$ cat config.mk
export PLATFORM = sky130hd
export DESIGN_NAME = stim_trace_top
export DESIGN_NICKNAME = d
export VERILOG_FILES = /design/src/rtl/stim_trace_pkg.sv /design/src/rtl/stim_trace_regs.sv /design/src/rtl/stim_trace_fifo.sv /design/src/rtl/stim_trace_out.sv /design/src/rtl/stim_trace_top.sv
export SDC_FILE = /design/constraint.sdc
export NUM_CORES = 1
export LEC_CHECK = 0
export ABC_AREA = 1
export BUFFER_PORTS_ARGS = -buffer_cell sky130_fd_sc_hd__buf_2
export CAP_MARGIN = 5
export CORE_MARGIN = 1
export CORE_UTILIZATION = 40
export CTS_BUF_LIST = sky130_fd_sc_hd__clkbuf_8
export DETAILED_ROUTE_END_ITERATION = 16
export GPL_TIMING_DRIVEN = 0
export PLACE_DENSITY = 0.53
export SLEW_MARGIN = 25
export SYNTH_ARGS = -nofsm -noshare
export SYNTH_HDL_FRONTEND = slang
export SYNTH_HIERARCHICAL = 1
export SYNTH_SLANG_ARGS = --single-unit
$ cat constraint.sdc
create_clock -name clk -period 5.8 [get_ports clk]
set_input_delay 0.29 -clock clk [delete_from_list [all_inputs] [get_ports clk]]
set_output_delay 0.29 -clock clk [all_outputs]
set_load 0.02 [all_outputs]
$ cat src/rtl/stim_trace_pkg.sv
package stim_trace_pkg;

   localparam int HDR_PORT_W = 5;
   localparam logic [7:0] HDR_EVENT = 8'h04;
   localparam logic [7:0] HDR_TIME  = 8'h0C;

   typedef enum logic [1:0] {
      SZ_NONE = 2'b00,
      SZ_BYTE = 2'b01,
      SZ_HALF = 2'b10,
      SZ_WORD = 2'b11
   } acc_size_e;

   typedef struct packed {
      logic [HDR_PORT_W-1:0] port;
      acc_size_e             size;
      logic [31:0]           data;
   } stim_pkt_t;

   function automatic int unsigned size_bytes(acc_size_e s);
      case (s)
         SZ_BYTE: return 1;
         SZ_HALF: return 2;
         SZ_WORD: return 4;
         default: return 0;
      endcase
   endfunction

endpackage

$ cat src/rtl/stim_trace_regs.sv
module stim_trace_regs
   import stim_trace_pkg::*;
#(
   parameter int NPORTS = 32,
   parameter int ADDR_W = 6
) (
   input  logic              clk,
   input  logic              rst_n,
   input  logic              bus_wr,
   input  logic [ADDR_W-1:0] bus_addr,
   input  logic [31:0]       bus_wdata,
   input  logic [1:0]        bus_size,
   input  logic              bus_priv,
   input  logic              fifo_full,
   output logic [31:0]       bus_rdata,
   output logic              push,
   output stim_pkt_t         push_pkt
);

   localparam int IDX_W = $clog2(NPORTS);
   localparam logic [ADDR_W-1:0] ADDR_OPEN  = ADDR_W'(NPORTS);
   localparam logic [ADDR_W-1:0] ADDR_GUARD = ADDR_W'(NPORTS + 1);

   logic [NPORTS-1:0] open_mask;
   logic [NPORTS-1:0] guard_mask;
   logic              is_port;
   logic [IDX_W-1:0]  idx;
   logic              allowed;

   assign is_port = (bus_addr < ADDR_W'(NPORTS));
   assign idx     = bus_addr[IDX_W-1:0];

   always_ff @(posedge clk or negedge rst_n) begin
      if (!rst_n) begin
         open_mask  <= '0;
         guard_mask <= '0;
      end else if (bus_wr && bus_priv) begin
         if (bus_addr == ADDR_OPEN)  open_mask  <= bus_wdata[NPORTS-1:0];
         if (bus_addr == ADDR_GUARD) guard_mask <= bus_wdata[NPORTS-1:0];
      end
   end

   assign allowed = open_mask[idx] && (!guard_mask[idx] || bus_priv);
   assign push    = bus_wr && is_port && allowed
                    && (acc_size_e'(bus_size) != SZ_NONE) && !fifo_full;

   always_comb begin
      push_pkt.port = HDR_PORT_W'(idx);
      push_pkt.size = acc_size_e'(bus_size);
      push_pkt.data = bus_wdata;
   end

   always_comb begin
      bus_rdata = '0;
      if (is_port)                    bus_rdata[0]        = !fifo_full;
      else if (bus_addr == ADDR_OPEN)  bus_rdata[NPORTS-1:0] = open_mask;
      else if (bus_addr == ADDR_GUARD) bus_rdata[NPORTS-1:0] = guard_mask;
   end

   // unprivileged writes never alter configuration
   a_r1_ctrl_guard: assert property (@(posedge clk) disable iff (!rst_n)
      (bus_wr && !bus_priv) |=> ($stable(open_mask) && $stable(guard_mask)));

   // closed ports never push
   a_r3_closed_port: assert property (@(posedge clk) disable iff (!rst_n)
      (bus_wr && is_port && !open_mask[idx]) |-> !push);

endmodule

$ cat src/rtl/stim_trace_fifo.sv
module stim_trace_fifo #(
   parameter int WIDTH = 39,
   parameter int DEPTH = 8
) (
   input  logic             clk,
   input  logic             rst_n,
   input  logic             push,
   input  logic [WIDTH-1:0] wdata,
   input  logic             pop,
   output logic [WIDTH-1:0] rdata,
   output logic             full,
   output logic             empty
);

   localparam int PTR_W = (DEPTH > 1) ? $clog2(DEPTH) : 1;
   localparam int CNT_W = $clog2(DEPTH + 1);
   localparam bit POW2  = ((DEPTH & (DEPTH - 1)) == 0);

   logic [WIDTH-1:0] mem [DEPTH];
   logic [PTR_W-1:0] wr_ptr, rd_ptr, wr_nxt, rd_nxt;
   logic [CNT_W-1:0] count;

   generate
      if (POW2) begin : g_wrap_pow2
         assign wr_nxt = wr_ptr + 1'b1;
         assign rd_nxt = rd_ptr + 1'b1;
      end else begin : g_wrap_cmp
         assign wr_nxt = (wr_ptr == PTR_W'(DEPTH - 1)) ? '0 : wr_ptr + 1'b1;
         assign rd_nxt = (rd_ptr == PTR_W'(DEPTH - 1)) ? '0 : rd_ptr + 1'b1;
      end
   endgenerate

   always_ff @(posedge clk) begin
      if (push) mem[wr_ptr] <= wdata;
   end

   always_ff @(posedge clk or negedge rst_n) begin
      if (!rst_n) begin
         wr_ptr <= '0;
         rd_ptr <= '0;
         count  <= '0;
      end else begin
         if (push) wr_ptr <= wr_nxt;
         if (pop)  rd_ptr <= rd_nxt;
         case ({push, pop})
            2'b10:   count <= count + 1'b1;
            2'b01:   count <= count - 1'b1;
            default: count <= count;
         endcase
      end
   end

   assign rdata = mem[rd_ptr];
   assign full  = (count == CNT_W'(DEPTH));
   assign empty = (count == '0);

   // the write gate upstream must never push into a full queue
   a_r5_no_overflow: assert property (@(posedge clk) disable iff (!rst_n)
      push |-> !full);

   // the serializer must never pop an empty queue
   a_r5_no_underflow: assert property (@(posedge clk) disable iff (!rst_n)
      pop |-> !empty);

endmodule

$ cat src/rtl/stim_trace_out.sv
module stim_trace_out
   import stim_trace_pkg::*;
#(
   parameter int TS_BYTES = 6,
   parameter int TIME_W   = 64,
   parameter int EVT_W    = 8
) (
   input  logic              clk,
   input  logic              rst_n,
   input  logic              stim_avail,
   input  stim_pkt_t         stim_pkt,
   output logic              stim_pop,
   input  logic              evt_req,
   input  logic [EVT_W-1:0]  evt_code,
   input  logic              ts_req,
   input  logic [TIME_W-1:0] global_time,
   output logic              out_valid,
   output logic [7:0]        out_byte,
   input  logic              out_ready
);

   localparam int TS_W      = TS_BYTES * 8;
   localparam int EVT_BYTES = (EVT_W + 7) / 8;
   localparam int LEN_STIM  = 5;
   localparam int LEN_TS    = 1 + TS_BYTES;
   localparam int LEN_EVT   = 1 + EVT_BYTES;
   localparam int MAX_A     = (LEN_TS > LEN_STIM) ? LEN_TS : LEN_STIM;
   localparam int BUF_BYTES = (LEN_EVT > MAX_A) ? LEN_EVT : MAX_A;
   localparam int BUF_W     = BUF_BYTES * 8;
   localparam int CNT_W     = $clog2(BUF_BYTES + 1);

   logic [BUF_W-1:0] sh_buf, ld_buf;
   logic [CNT_W-1:0] left, ld_len;
   logic             idle, g_evt, g_stim, g_ts, load;
   logic             evt_pend, ts_pend;
   logic [EVT_W-1:0] evt_val;
   logic [TS_W-1:0]  ts_val;

   generate
      if (TS_W < TIME_W) begin : g_time_hi
         logic unused_time_hi;
         assign unused_time_hi = ^global_time[TIME_W-1:TS_W];
      end
   endgenerate

   // fixed priority: event, stimulus queue, timestamp
   assign idle     = (left == '0);
   assign g_evt    = idle && evt_pend;
   assign g_stim   = idle && !evt_pend && stim_avail;
   assign g_ts     = idle && !evt_pend && !stim_avail && ts_pend;
   assign load     = g_evt || g_stim || g_ts;
   assign stim_pop = g_stim;

   always_comb begin
      ld_buf = '0;
      ld_len = '0;
      if (g_evt) begin
         ld_buf = BUF_W'({evt_val, HDR_EVENT});
         ld_len = CNT_W'(LEN_EVT);
      end else if (g_stim) begin
         ld_buf = BUF_W'({stim_pkt.data, stim_pkt.port, 1'b0, stim_pkt.size});
         ld_len = CNT_W'(1 + size_bytes(stim_pkt.size));
      end else if (g_ts) begin
         ld_buf = BUF_W'({ts_val, HDR_TIME});
         ld_len = CNT_W'(LEN_TS);
      end
   end

   always_ff @(posedge clk or negedge rst_n) begin
      if (!rst_n) begin
         sh_buf   <= '0;
         left     <= '0;
         evt_pend <= 1'b0;
         evt_val  <= '0;
         ts_pend  <= 1'b0;
         ts_val   <= '0;
      end else begin
         if (load) begin
            sh_buf <= ld_buf;
            left   <= ld_len;
         end else if (out_valid && out_ready) begin
            sh_buf <= sh_buf >> 8;
            left   <= left - 1'b1;
         end

         if (g_evt) begin
            evt_pend <= 1'b0;
         end else if (evt_req && !evt_pend) begin
            evt_pend <= 1'b1;
            evt_val  <= evt_code;
         end

         if (g_ts) begin
            ts_pend <= 1'b0;
         end else if (ts_req && !ts_pend) begin
            ts_pend <= 1'b1;
            ts_val  <= global_time[TS_W-1:0];
         end
      end
   end

   assign out_valid = !idle;
   assign out_byte  = sh_buf[7:0];

   // a stalled byte holds until accepted
   a_r9_hold_stall: assert property (@(posedge clk) disable iff (!rst_n)
      (out_valid && !out_ready) |=> (out_valid && $stable(out_byte)));

   // a waiting event wins as soon as the serializer is idle
   a_r8_evt_first: assert property (@(posedge clk) disable iff (!rst_n)
      (idle && evt_pend) |=> (out_valid && out_byte == HDR_EVENT));

   // a loaded stimulus packet starts with a well-formed header
   a_r2_stim_hdr: assert property (@(posedge clk) disable iff (!rst_n)
      stim_pop |=> (out_valid && !out_byte[2] && out_byte[1:0] != 2'b00));

endmodule

$ cat src/rtl/stim_trace_top.sv
module stim_trace_top
   import stim_trace_pkg::*;
#(
   parameter int NPORTS     = 32,
   parameter int FIFO_DEPTH = 8,
   parameter int TS_BYTES   = 6,
   parameter int TIME_W     = 64,
   parameter int EVT_W      = 8,
   parameter int ADDR_W     = $clog2(NPORTS) + 1
) (
   input  logic              clk,
   input  logic              rst_n,
   input  logic              bus_wr,
   input  logic [ADDR_W-1:0] bus_addr,
   input  logic [31:0]       bus_wdata,
   input  logic [1:0]        bus_size,
   input  logic              bus_priv,
   output logic [31:0]       bus_rdata,
   input  logic              evt_req,
   input  logic [EVT_W-1:0]  evt_code,
   input  logic              ts_req,
   input  logic [TIME_W-1:0] global_time,
   output logic              out_valid,
   output logic [7:0]        out_byte,
   input  logic              out_ready
);

   localparam int PKT_W = $bits(stim_pkt_t);

   generate
      if (NPORTS < 2 || NPORTS > 32 || (NPORTS & (NPORTS - 1)) != 0) begin : g_bad_nports
         $error("NPORTS must be a power of two between 2 and 32");
      end
      if (ADDR_W != $clog2(NPORTS) + 1) begin : g_bad_addr
         $error("ADDR_W must equal clog2(NPORTS)+1");
      end
      if (FIFO_DEPTH < 2) begin : g_bad_depth
         $error("FIFO_DEPTH must be at least 2");
      end
      if (TS_BYTES < 1 || TS_BYTES * 8 > TIME_W) begin : g_bad_ts
         $error("TS_BYTES must fit inside TIME_W");
      end
      if (EVT_W < 1) begin : g_bad_evt
         $error("EVT_W must be positive");
      end
   endgenerate

   logic             push, pop, full, empty;
   stim_pkt_t        push_pkt;
   logic [PKT_W-1:0] q_rdata;

   stim_trace_regs #(.NPORTS(NPORTS), .ADDR_W(ADDR_W)) regs_i (
      .clk       (clk),
      .rst_n     (rst_n),
      .bus_wr    (bus_wr),
      .bus_addr  (bus_addr),
      .bus_wdata (bus_wdata),
      .bus_size  (bus_size),
      .bus_priv  (bus_priv),
      .fifo_full (full),
      .bus_rdata (bus_rdata),
      .push      (push),
      .push_pkt  (push_pkt)
   );

   stim_trace_fifo #(.WIDTH(PKT_W), .DEPTH(FIFO_DEPTH)) fifo_i (
      .clk   (clk),
      .rst_n (rst_n),
      .push  (push),
      .wdata (push_pkt),
      .pop   (pop),
      .rdata (q_rdata),
      .full  (full),
      .empty (empty)
   );

   stim_trace_out #(.TS_BYTES(TS_BYTES), .TIME_W(TIME_W), .EVT_W(EVT_W)) out_i (
      .clk         (clk),
      .rst_n       (rst_n),
      .stim_avail  (!empty),
      .stim_pkt    (stim_pkt_t'(q_rdata)),
      .stim_pop    (pop),
      .evt_req     (evt_req),
      .evt_code    (evt_code),
      .ts_req      (ts_req),
      .global_time (global_time),
      .out_valid   (out_valid),
      .out_byte    (out_byte),
      .out_ready   (out_ready)
   );

endmodule

# --- Word-level counts from Yosys, hierarchy flattened ---
# Memory sizes are Yosys's and may differ from the RTL's.
# Cells that the tools add are included.
classes:
  addsub: 6
  magnitude_cmp: 2
  n_eq_ne: 8
  mux: 28
  bitwise_logic: 2
  n_reduce_logical: 34
ops:
  columns: ["operator", "count"]
  rows:
  - ["56-bit two-way mux", 5]
  - ["32-bit two-way mux", 2]
  - ["31-bit two-way mux", 1]
  - ["3-bit two-way mux", 7]
  - ["1-bit logical AND", 14]
  - ["6-bit == test (second input constant)", 2]
  - ["1-bit binary-select mux with 5-bit select", 2]
  - ["2-bit nonzero test", 5]
  - ["1-bit two-way mux", 9]
  - ["3-bit one-hot mux with 3 select lines", 1]
  - ["4-bit one-hot mux with 2 select lines", 1]
  - ["2-bit AND reduction", 4]
  - ["3-bit by 1-bit adder with 3-bit output (second input constant)", 2]
  - ["2-bit == test (second input constant)", 3]
  - ["1-bit logical NOT", 6]
  - ["5-bit by 6-bit less-than comparator with 1-bit output (second input constant)", 1]
  - ["6-bit less-than comparator (second input constant)", 1]
  - ["4-bit by 1-bit adder with 4-bit output (second input constant)", 1]
  - ["2-bit by 1-bit == test with 1-bit output (second input constant)", 2]
  - ["4-bit == test (second input constant)", 1]
  - ["4-bit logical NOT", 1]
  - ["4-bit by 1-bit subtractor with 4-bit output (second input constant)", 1]
  - ["1-bit by 3-bit adder with 3-bit output (first input constant)", 1]
  - ["3-bit logical NOT", 1]
  - ["other kinds (3)", 6]
word_totals:
  regBits: 191
  ram_bits: 312
  inputBits: 119
  mem_count: 1
memory_table:
  columns: ["memory", "words", "word_bits", "read_ports", "rd_clocked_by_memory_dff", "wr", "line", "source"]
  rows:
  - ["fifo_i.mem", 8, 39, 1, 0, 1, "stim_trace_fifo.sv:19", "logic [WIDTH-1:0] mem [DEPTH];"]

# --- Depth between registers and ports, before layout ---
# Gate-level depths: netlist of run 1.
logic_depth:
  ltp_word: 10
  depth_mapped: 24
  depth_no_buf: 22

# --- Modules after synthesis ---
# Netlist of run 1, hierarchy kept.
by_module_without_submodules:
  columns: ["module", "instances", "cells_each", "area_per_inst_um2", "seq_area_each_um2"]
  rows:
  - ["stim_trace_fifo", 1, 957, 12759.7, 9619.2]
  - ["stim_trace_out", 1, 665, 5669.2, 2927.8]
  - ["stim_trace_regs", 1, 532, 4041.4, 1601.5]
  - ["stim_trace_top", 1, 1, 3.8, 0.0]

# --- Worst setup path after synthesis of run 1 ---
# OpenSTA, ideal clock, no wires.
synth_path:
  path_kind: "input to register"
  start: "input bus_addr[1]"
  end: "memory fifo_i.mem[0][0], enable pin"
  setup_ns: 0.435
  arrival_ns: 3.307
  setup_slack_ns: 2.058
  cell_stages: 13
  cell_sequence: "buf_4 -> inv_2 -> nand2_2 -> o21ai_0 -> nand3b_1 -> nand2_1 -> nand2_1 -> nor2_1 -> nor2_1 -> nor2_1 -> inv_1 -> or2_1 -> nor2_1"
synth_via:
  elab_chain_len: 10
  elab_cells_between_ends: 14
  cone_classes: "1 x order compare; 6 x mux; 7 x reduce/logical"
synth_lines:
  columns: ["element", "line", "source"]
  rows:
  - ["start: declaration", "stim_trace_top.sv:14", "input logic [ADDR_W-1:0] bus_addr,"]
  - ["1-bit binary-select mux with 5-bit select", "stim_trace_regs.sv:43", "assign allowed = open_mask[idx] && (!guard_mask[idx] || bus_priv);"]
  - ["1-bit two-way mux (implied by the code)", "stim_trace_regs.sv:43", null]
  - ["1-bit logical NOT", "stim_trace_regs.sv:43", null]
  - ["1-bit logical OR", "stim_trace_regs.sv:43", null]
  - ["1-bit logical AND", "stim_trace_regs.sv:43", null]
  - ["1-bit logical AND (*)", "stim_trace_regs.sv:44", "assign push = bus_wr && is_port && allowed"]
  - ["1-bit logical AND (*) (2 in series)", "stim_trace_regs.sv:45", "&& (acc_size_e'(bus_size) != SZ_NONE) && !fifo_full;"]
  - ["net push", "stim_trace_top.sv:48", "logic push, pop, full, empty;"]
  - ["1-bit two-way mux (*)", "stim_trace_fifo.sv:34", "if (push) mem[wr_ptr] <= wdata;"]
  - ["1-bit two-way mux (implied by the code) (*)", "stim_trace_fifo.sv:34", null]
  - ["end: declaration", "stim_trace_fifo.sv:19", null]
# Mark *: on every way through the listed nets, which the timed path passes. The rest lies on a longest branch. The select of a mux whose other input is x is not followed.

# --- Final worst setup path of run 1 ---
layout_path:
  start: "register fifo_i.count[2]"
  end: "memory fifo_i.mem[4][12], enable pin"
layout_via:
  elab_chain_len: 5
layout_lines:
  columns: ["element", "line", "source"]
  rows:
  - ["start: declaration", "stim_trace_fifo.sv:21", "logic [CNT_W-1:0] count;"]
  - ["start signal: assignment", "stim_trace_fifo.sv:46", "2'b10: count <= count + 1'b1;"]
  - ["start signal: assignment", "stim_trace_fifo.sv:47", "2'b01: count <= count - 1'b1;"]
  - ["start signal: assignment", "stim_trace_fifo.sv:48", "default: count <= count;"]
  - ["4-bit == test", "stim_trace_fifo.sv:54", "assign full = (count == CNT_W'(DEPTH));"]
  - ["net full", "stim_trace_top.sv:48", null]
  - ["1-bit logical NOT", "stim_trace_regs.sv:45", null]
  - ["1-bit logical AND", "stim_trace_regs.sv:45", null]
  - ["net push", "stim_trace_top.sv:48", null]
  - ["1-bit two-way mux", "stim_trace_fifo.sv:34", null]
  - ["1-bit two-way mux (implied by the code)", "stim_trace_fifo.sv:34", null]
# The timed path passes the listed nets, and every way through them passes these cells.

==> impl_metrics.yaml, run 1 <==
sta:
  relSlewSlack: 0.506
  rsz0062_at_grt: "false"
  slew_viol_final: 0
  hold_viol_final: 0
  finalClockSkew_ps: 26.3
  post-route-period-util: 0.579
  setup_viol_count_final: 0
  fmax_mhz: 298
  worst_slew_pin_slew_ps: 741
  fin_crit_ps: 3360
logic_synthesis:
  synth-seq-cells: 503
  yosys_warnings: 6
  syn_inst: 2155
  synthesis.nets: 2283
  synthArstFlopShare: 0.380
  yosysUniqueCellTypes: 44
  ys_seq_area_frac: 0.630
  ys.flop_type: "edfxtp_1"
  synth-edff-count: 312
  synth_area_per_cell_um2: 10.4
  synth_area_mm2: 0.0225
clock_network:
  numCtsBuffers: 87
  cts_tree: "done"
  postCtsSetupBuffers: 0
  cts_resized: 0
  root_buffer: "clkbuf_8"
  cts_sinks: 503
  cts.clk_slew.worst_paths_ps: 60
  clk_latency_ps: 670
  htreeDepth: 3
  clk_path_buf_depth: 3
global_route:
  grt_pass1_vias: 16613
  grt_use_total: 0.232
  grt_max_degree: 85
  antenna_found_initial: 1
  grt-ovfl-total: 0
  grt_first_pass_wirelength_um: 99300
floorplanning:
  die-area_mm2: 0.0571
  io_pins: 160
  die_h_um: 239
  start_util: 0.406
  core-area_mm2: 0.0553
  core.rowCount: 86
  die_w_um: 239
run:
  maxCapViolations: 0
cells_and_area:
  fin_nets: 2627
  final_common_cell: "nand2_1"
  drive_gt1_frac: 0.215
  final_cell_mix: "454 x nand2_1, 312 x edfxtp_1, 298 x nor2_1"
  area_growth_pct: 21.1
  antenna_cells: 0
  fill_cells: 5237
  final_util: 0.492
hold_path:
  min_path_type: "in -> reg"
outcome:
  status: "complete, no violations"
critical_path:
  worst-path-max-fanout: 14
  crit_path_end_kind: "flip-flop"
  start_kind: "flip-flop"
  cp.arrival_ps: 3710
  cp.required_ps: 6150
  worst-setup-path-type: "reg -> reg"
detailed_routing:
  vias_per_cell: 5.05
  firstDrtPassIters: 5
  via_count: 16696
  totalWireLength_um: 65400
  routedWlPerCell_um: 19.8
  drcViolationCount: 0
  ant_nets: 0
  drt_iter0_drc: 1293
pwr:
  p_leak_uw: 0.0115
  powerDensity_mw_per_mm2: 439
  ir_drop_v: 0.000237
  p_total_uw: 12000
place:
  gp_congestion: 0.903
  hpwl_um: 45700
  portBuffers: 141
## path summary, 6_finish.rpt
kind,startpoint,depth (start not counted),slack [ps],end
min reg2reg,regs_i/open_mask[5],2,480,regs_i/open_mask[5]
max reg2reg,fifo_i/count[2],12,2440,fifo_i/mem[4][12]
min in group asynchronous,rst_n,2,120,out_i/evt_val[2]
min,bus_addr[3],2,90,fifo_i/mem[0][37]
max in group asynchronous,rst_n,3,4930,out_i/ts_val[26]
max,fifo_i/count[2],12,2440,fifo_i/mem[4][12]
## where the power goes
part	switching (µW)	leakage, µW	internal (µW)	total [µW]
registers	295	0.00520	4350	4640
clock network	1440	0.000931	1570	3010
logic	2800	0.00534	1500	4300
total	4540	0.0115	7420	12000
## worst max-delay path, cell delays in order (launching register included)
cell and delay, ps:
dfrtp_1 410, inv_1 80, nand2_1 60, nor3_1 80, or2_2 320, nor2_1 130, nand2_1 60, nor2_1 410
inv_1 170, or2_1 400, nor2_4 530, buf_16 230, buf_16 170
## Yosys cell counts (2+ instances only)
master	count	share of area
o21ai_0	128	0.029
nor2_2	2	0.00056
or2_2	5	0.0014
a21oi_1	37	0.0082
edfxtp_1	312	0.42
nand3_1	61	0.014
dfrtp_1	191	0.21
a211oi_2	3	0.0017
or2_0	4	0.0011
o211ai_1	10	0.0033
xor2_1	5	0.0019
or2_1	8	0.0022
nor2_1	306	0.051
buf_2	45	0.010
nand2_2	2	0.00056
mux2_2	39	0.020
ha_1	9	0.0050
o21ai_2	62	0.024
inv_2	12	0.0020
nand4_1	13	0.0036
clkbuf_1	28	0.0047
buf_6	26	0.013
nand2_1	454	0.076
nor2_4	5	0.0025
xnor2_1	2	0.00078
o22ai_1	88	0.024
inv_1	134	0.022
buf_4	63	0.021
o21ai_1	83	0.018
nand2_4	4	0.0020
## stage by stage
step	setup TNS (ps)	hold WS, ps	area (µm²)	instances	setup slack [ps]
after global routing	0	50.7	27200	3308	2180
after global placement	-60780	463	24100	3044	-376
final	0	88.0	27200	3308	2440
after floorplan	0	-5.59	22500	2155	2060
after CTS	0	5.05	27200	3308	2370
after detailed placement	0	214	24700	3062	2070
## metal layers
layer	wire length, µm	vias up	GRT usage
met2	32100	491	0.398
met4	1290	2	0.0633
met5	12	-	0
li1	-	7936	-
met1	28800	8166	0.303
met3	3230	101	0.0361
## flip-flops by register name, summed over array words and instances (netlist names)
register,flops
out_i/sh_buf,56
regs_i/guard_mask,32
fifo_i/mem,312
out_i/ts_val,48
out_i/ts_pend,1
out_i/left,3
fifo_i/count,4
out_i/evt_val,8
regs_i/open_mask,32
fifo_i/rd_ptr,3
out_i/evt_pend,1
fifo_i/wr_ptr,3
## timing repair
| item | CTS | global route |
|---|---|---|
| endpoints found under the setup margin | 0 | 0 |
| hold buffers | 96 | 0 |
| hold endpoints to repair | 469 | 0 |
## area by class of cell
type | count | area, µm² | area share
plain buffers | 164 | 1110 | 0.0410
clock inverters | 53 | 260 | 0.00956
repair buffers | 255 | 2140 | 0.0787
inverters | 147 | 554 | 0.0204
flip-flops and latches | 503 | 14100 | 0.520
well taps | 748 | 936 | 0.0344
multi-input cells | 1341 | 6720 | 0.247
clock buffers | 97 | 1340 | 0.0491
## cells by family after synthesis
family          Yosys count  synth area share
buf+inv                 311            0.0743
fa+ha+maj                 9           0.00501
simple gates            871             0.158
xor+xnor                  7           0.00273
mux                      39            0.0195
compound gates          415             0.111
flops                   503             0.630
Power figures use the tool's default switching activity.
==> run 2, diff against run 1 <==
Settings changed: PLACE_DENSITY 0.53 to 0.55.
Clock period 5.8 ns to 2.7 ns, I/O delays scaled along.
==> impl_metrics.yaml, run 2 (synthesis results as in run 1) <==
cells_and_area:
  fill_cells: 5101
  largest_reg_flops: 312
  drive_gt1_frac: 0.226
  seq_area_mm2: 0.0142
  multi_input_area_mm2: 0.00675
  largest-register: "fifo_i/mem"
  final_cell_mix: "454 x nand2_1, 312 x edfxtp_1, 297 x nor2_1"
  top_regs: "fifo_i/mem: 312 flops, out_i/sh_buf: 56 flops, out_i/ts_val: 48 flops"
  final_common_cell: "nand2_1"
  area_growth_pct: 22.8
  fin_nets: 2647
critical_path:
  crit_path_end_kind: "flip-flop"
  crit_chain: "nor4_4 -> inv_2 -> buf_4 -> inv_2 -> nor3_4 -> buf_12 -> ha_2 -> nor2_1 -> nor2_1 -> ha_1 -> a21oi_1 -> xor2_1 -> o21ai_1"
  start_kind: "flip-flop"
  cp_slowest_stage_delay_ps: 520
  cp.arrival_ps: 3090
  cp.required_ps: 3250
  cpMaxStageDelayCell: "nor4_4"
  worst-setup-path-type: "reg -> reg"
  worst-path-max-fanout: 10
detailed_routing:
  firstDrtPassIters: 7
  totalWireLength_um: 65300
  ant_nets: 0
  drcViolationCount: 0
  vias_per_cell: 4.99
  routedWlPerCell_um: 19.6
  drt_iter0_drc: 1392
  via_count: 16660
outcome:
  status: "complete, no violations"
pwr:
  clockPowerShare: 0.266
  netSwitchingPower_uw: 9860
  p_leak_uw: 0.0117
  p_int_uw: 16500
  powerDensity_mw_per_mm2: 955
  ir_drop_v: 0.000446
  seqPwrFrac: 0.379
  p_total_uw: 26300
  swShare: 0.374
  power_frac_comb: 0.355
hold_path:
  min_path_type: "in -> reg"
global_route:
  grt_max_degree: 85
  grt_pass1_vias: 16784
  grt_first_pass_wirelength_um: 99400
  grt-ovfl-total: 0
  grt_use_total: 0.232
  antenna_found_initial: 0
place:
  hpwl_um: 45000
  gp_congestion: 0.915
  portBuffers: 141
clock_network:
  clk_latency_ps: 680
  numCtsBuffers: 86
  htreeDepth: 3
  cts.clk_slew.worst_paths_ps: 60
  clk_path_buf_depth: 3
  cts_sinks: 503
  root_buffer: "clkbuf_8"
  cts_tree: "done"
sta:
  post-route-period-util: 0.942
  setup_viol_count_final: 0
  worst_slew_pin_slew_ps: 701
  hold_viol_final: 0
  relSlewSlack: 0.533
  fin_crit_ps: 2540
  fmax_mhz: 393
  hold_ws_ps: 70.3
  finalClockSkew_ps: 18.2
  slew_viol_final: 0
floorplanning:
  start_util: 0.406
  die_h_um: 239
  core-area_mm2: 0.0553
  core.rowCount: 86
  die-area_mm2: 0.0571
  die_w_um: 239
  io_pins: 160
run:
  maxCapViolations: 0
==> run 2: cell count changes in the layout (fill, tap and decap cells not counted), moves of 2 or more <==
cell           change
buf_12             +5
buf_16             -4
buf_4              +9
bufinv_16          +3
clkbuf_8           +5
clkinv_1           -8
clkinv_2           +3
clkinvlp_4         +2
dfrtp_1            -3
dfrtp_2            +3
dlygate4sd3_1     +11
inv_2              +2
==> run 2: final cells by class <==
cell class,instances,area share
diodes,1,0.0000907
plain buffers,163,0.0403
clock buffers,102,0.0509
clock inverters,54,0.0129
inverters,147,0.0201
multi-input cells,1341,0.245
flip-flops and latches,503,0.513
well taps,748,0.0339
repair buffers,277,0.0846
==> run 2: what timing repair did <==
action | 4_1_cts | 5_1_grt
hold buffers | 108 | 0
gates resized for setup | 7 | 9
endpoints found under the setup margin | 350 | 70
pin swaps | 6 | 4
buffers inserted | 7 | 4
endpoints found under the hold margin | 542 | 0
==> run 2: power groups by stage <==
stage          clock (µW)  combinational [µW]  sequential [µW]
2_1_floorplan           0                6190             9890
3_3_place_gp            0                8920            10100
3_5_place_dp            0                9110            10100
4_1_cts              7210                9370             9980
5_1_grt              7540               10300            10100
6_report             7010                9340             9990
==> run 2: stage by stage <==
stage | TNS, ps | std cells | utilization | setup slack, ps | cell area, µm²
floorplan | -45550 | 2155 | - | -292 | 22500
global placement | -837940 | 3044 | 0.437 | -1950 | 24200
detailed placement | -118850 | 3062 | 0.445 | -651 | 24600
CTS | 0 | 3332 | 0.498 | 7.30 | 27600
global route | -0.145 | 3335 | 0.499 | -0.145 | 27600
finish | 0 | 3336 | 0.499 | 156 | 27600
==> run 2: path summary, 6_finish.rpt <==
check                                  from                   end  slack (ps)  depth (start not counted)
min                                  bus_wr  regs_i/open_mask[27]          70                          6
max in group asynchronous             rst_n       fifo_i/count[3]        1220                          5
min in group asynchronous             rst_n      fifo_i/wr_ptr[2]         560                          4
max                         fifo_i/count[2]       fifo_i/count[2]         160                         13
max reg2reg                 fifo_i/count[2]       fifo_i/count[2]         160                         13
min reg2reg                out_i/sh_buf[11]      out_i/sh_buf[11]         470                          2
==> run 2: metal layers <==
layer	track usage	routed length, µm	vias up
met5	0	0	-
met3	0.0359	3140	119
met1	0.307	29300	8086
met4	0.0746	1380	0
li1	-	-	7970
met2	0.389	31500	485
==> run 2: critical path: cells and delay by family (launching register included) <==
| kind | cells | cell delay [ps] |
|---|---|---|
| DFF | 1 | 440 |
| and+or+nand+nor | 4 | 730 |
| adders and majority gates | 2 | 360 |
| buffers and inverters | 4 | 480 |
| AOI/OAI and AO/OA | 2 | 240 |
| xor gates and xnor gates | 1 | 160 |
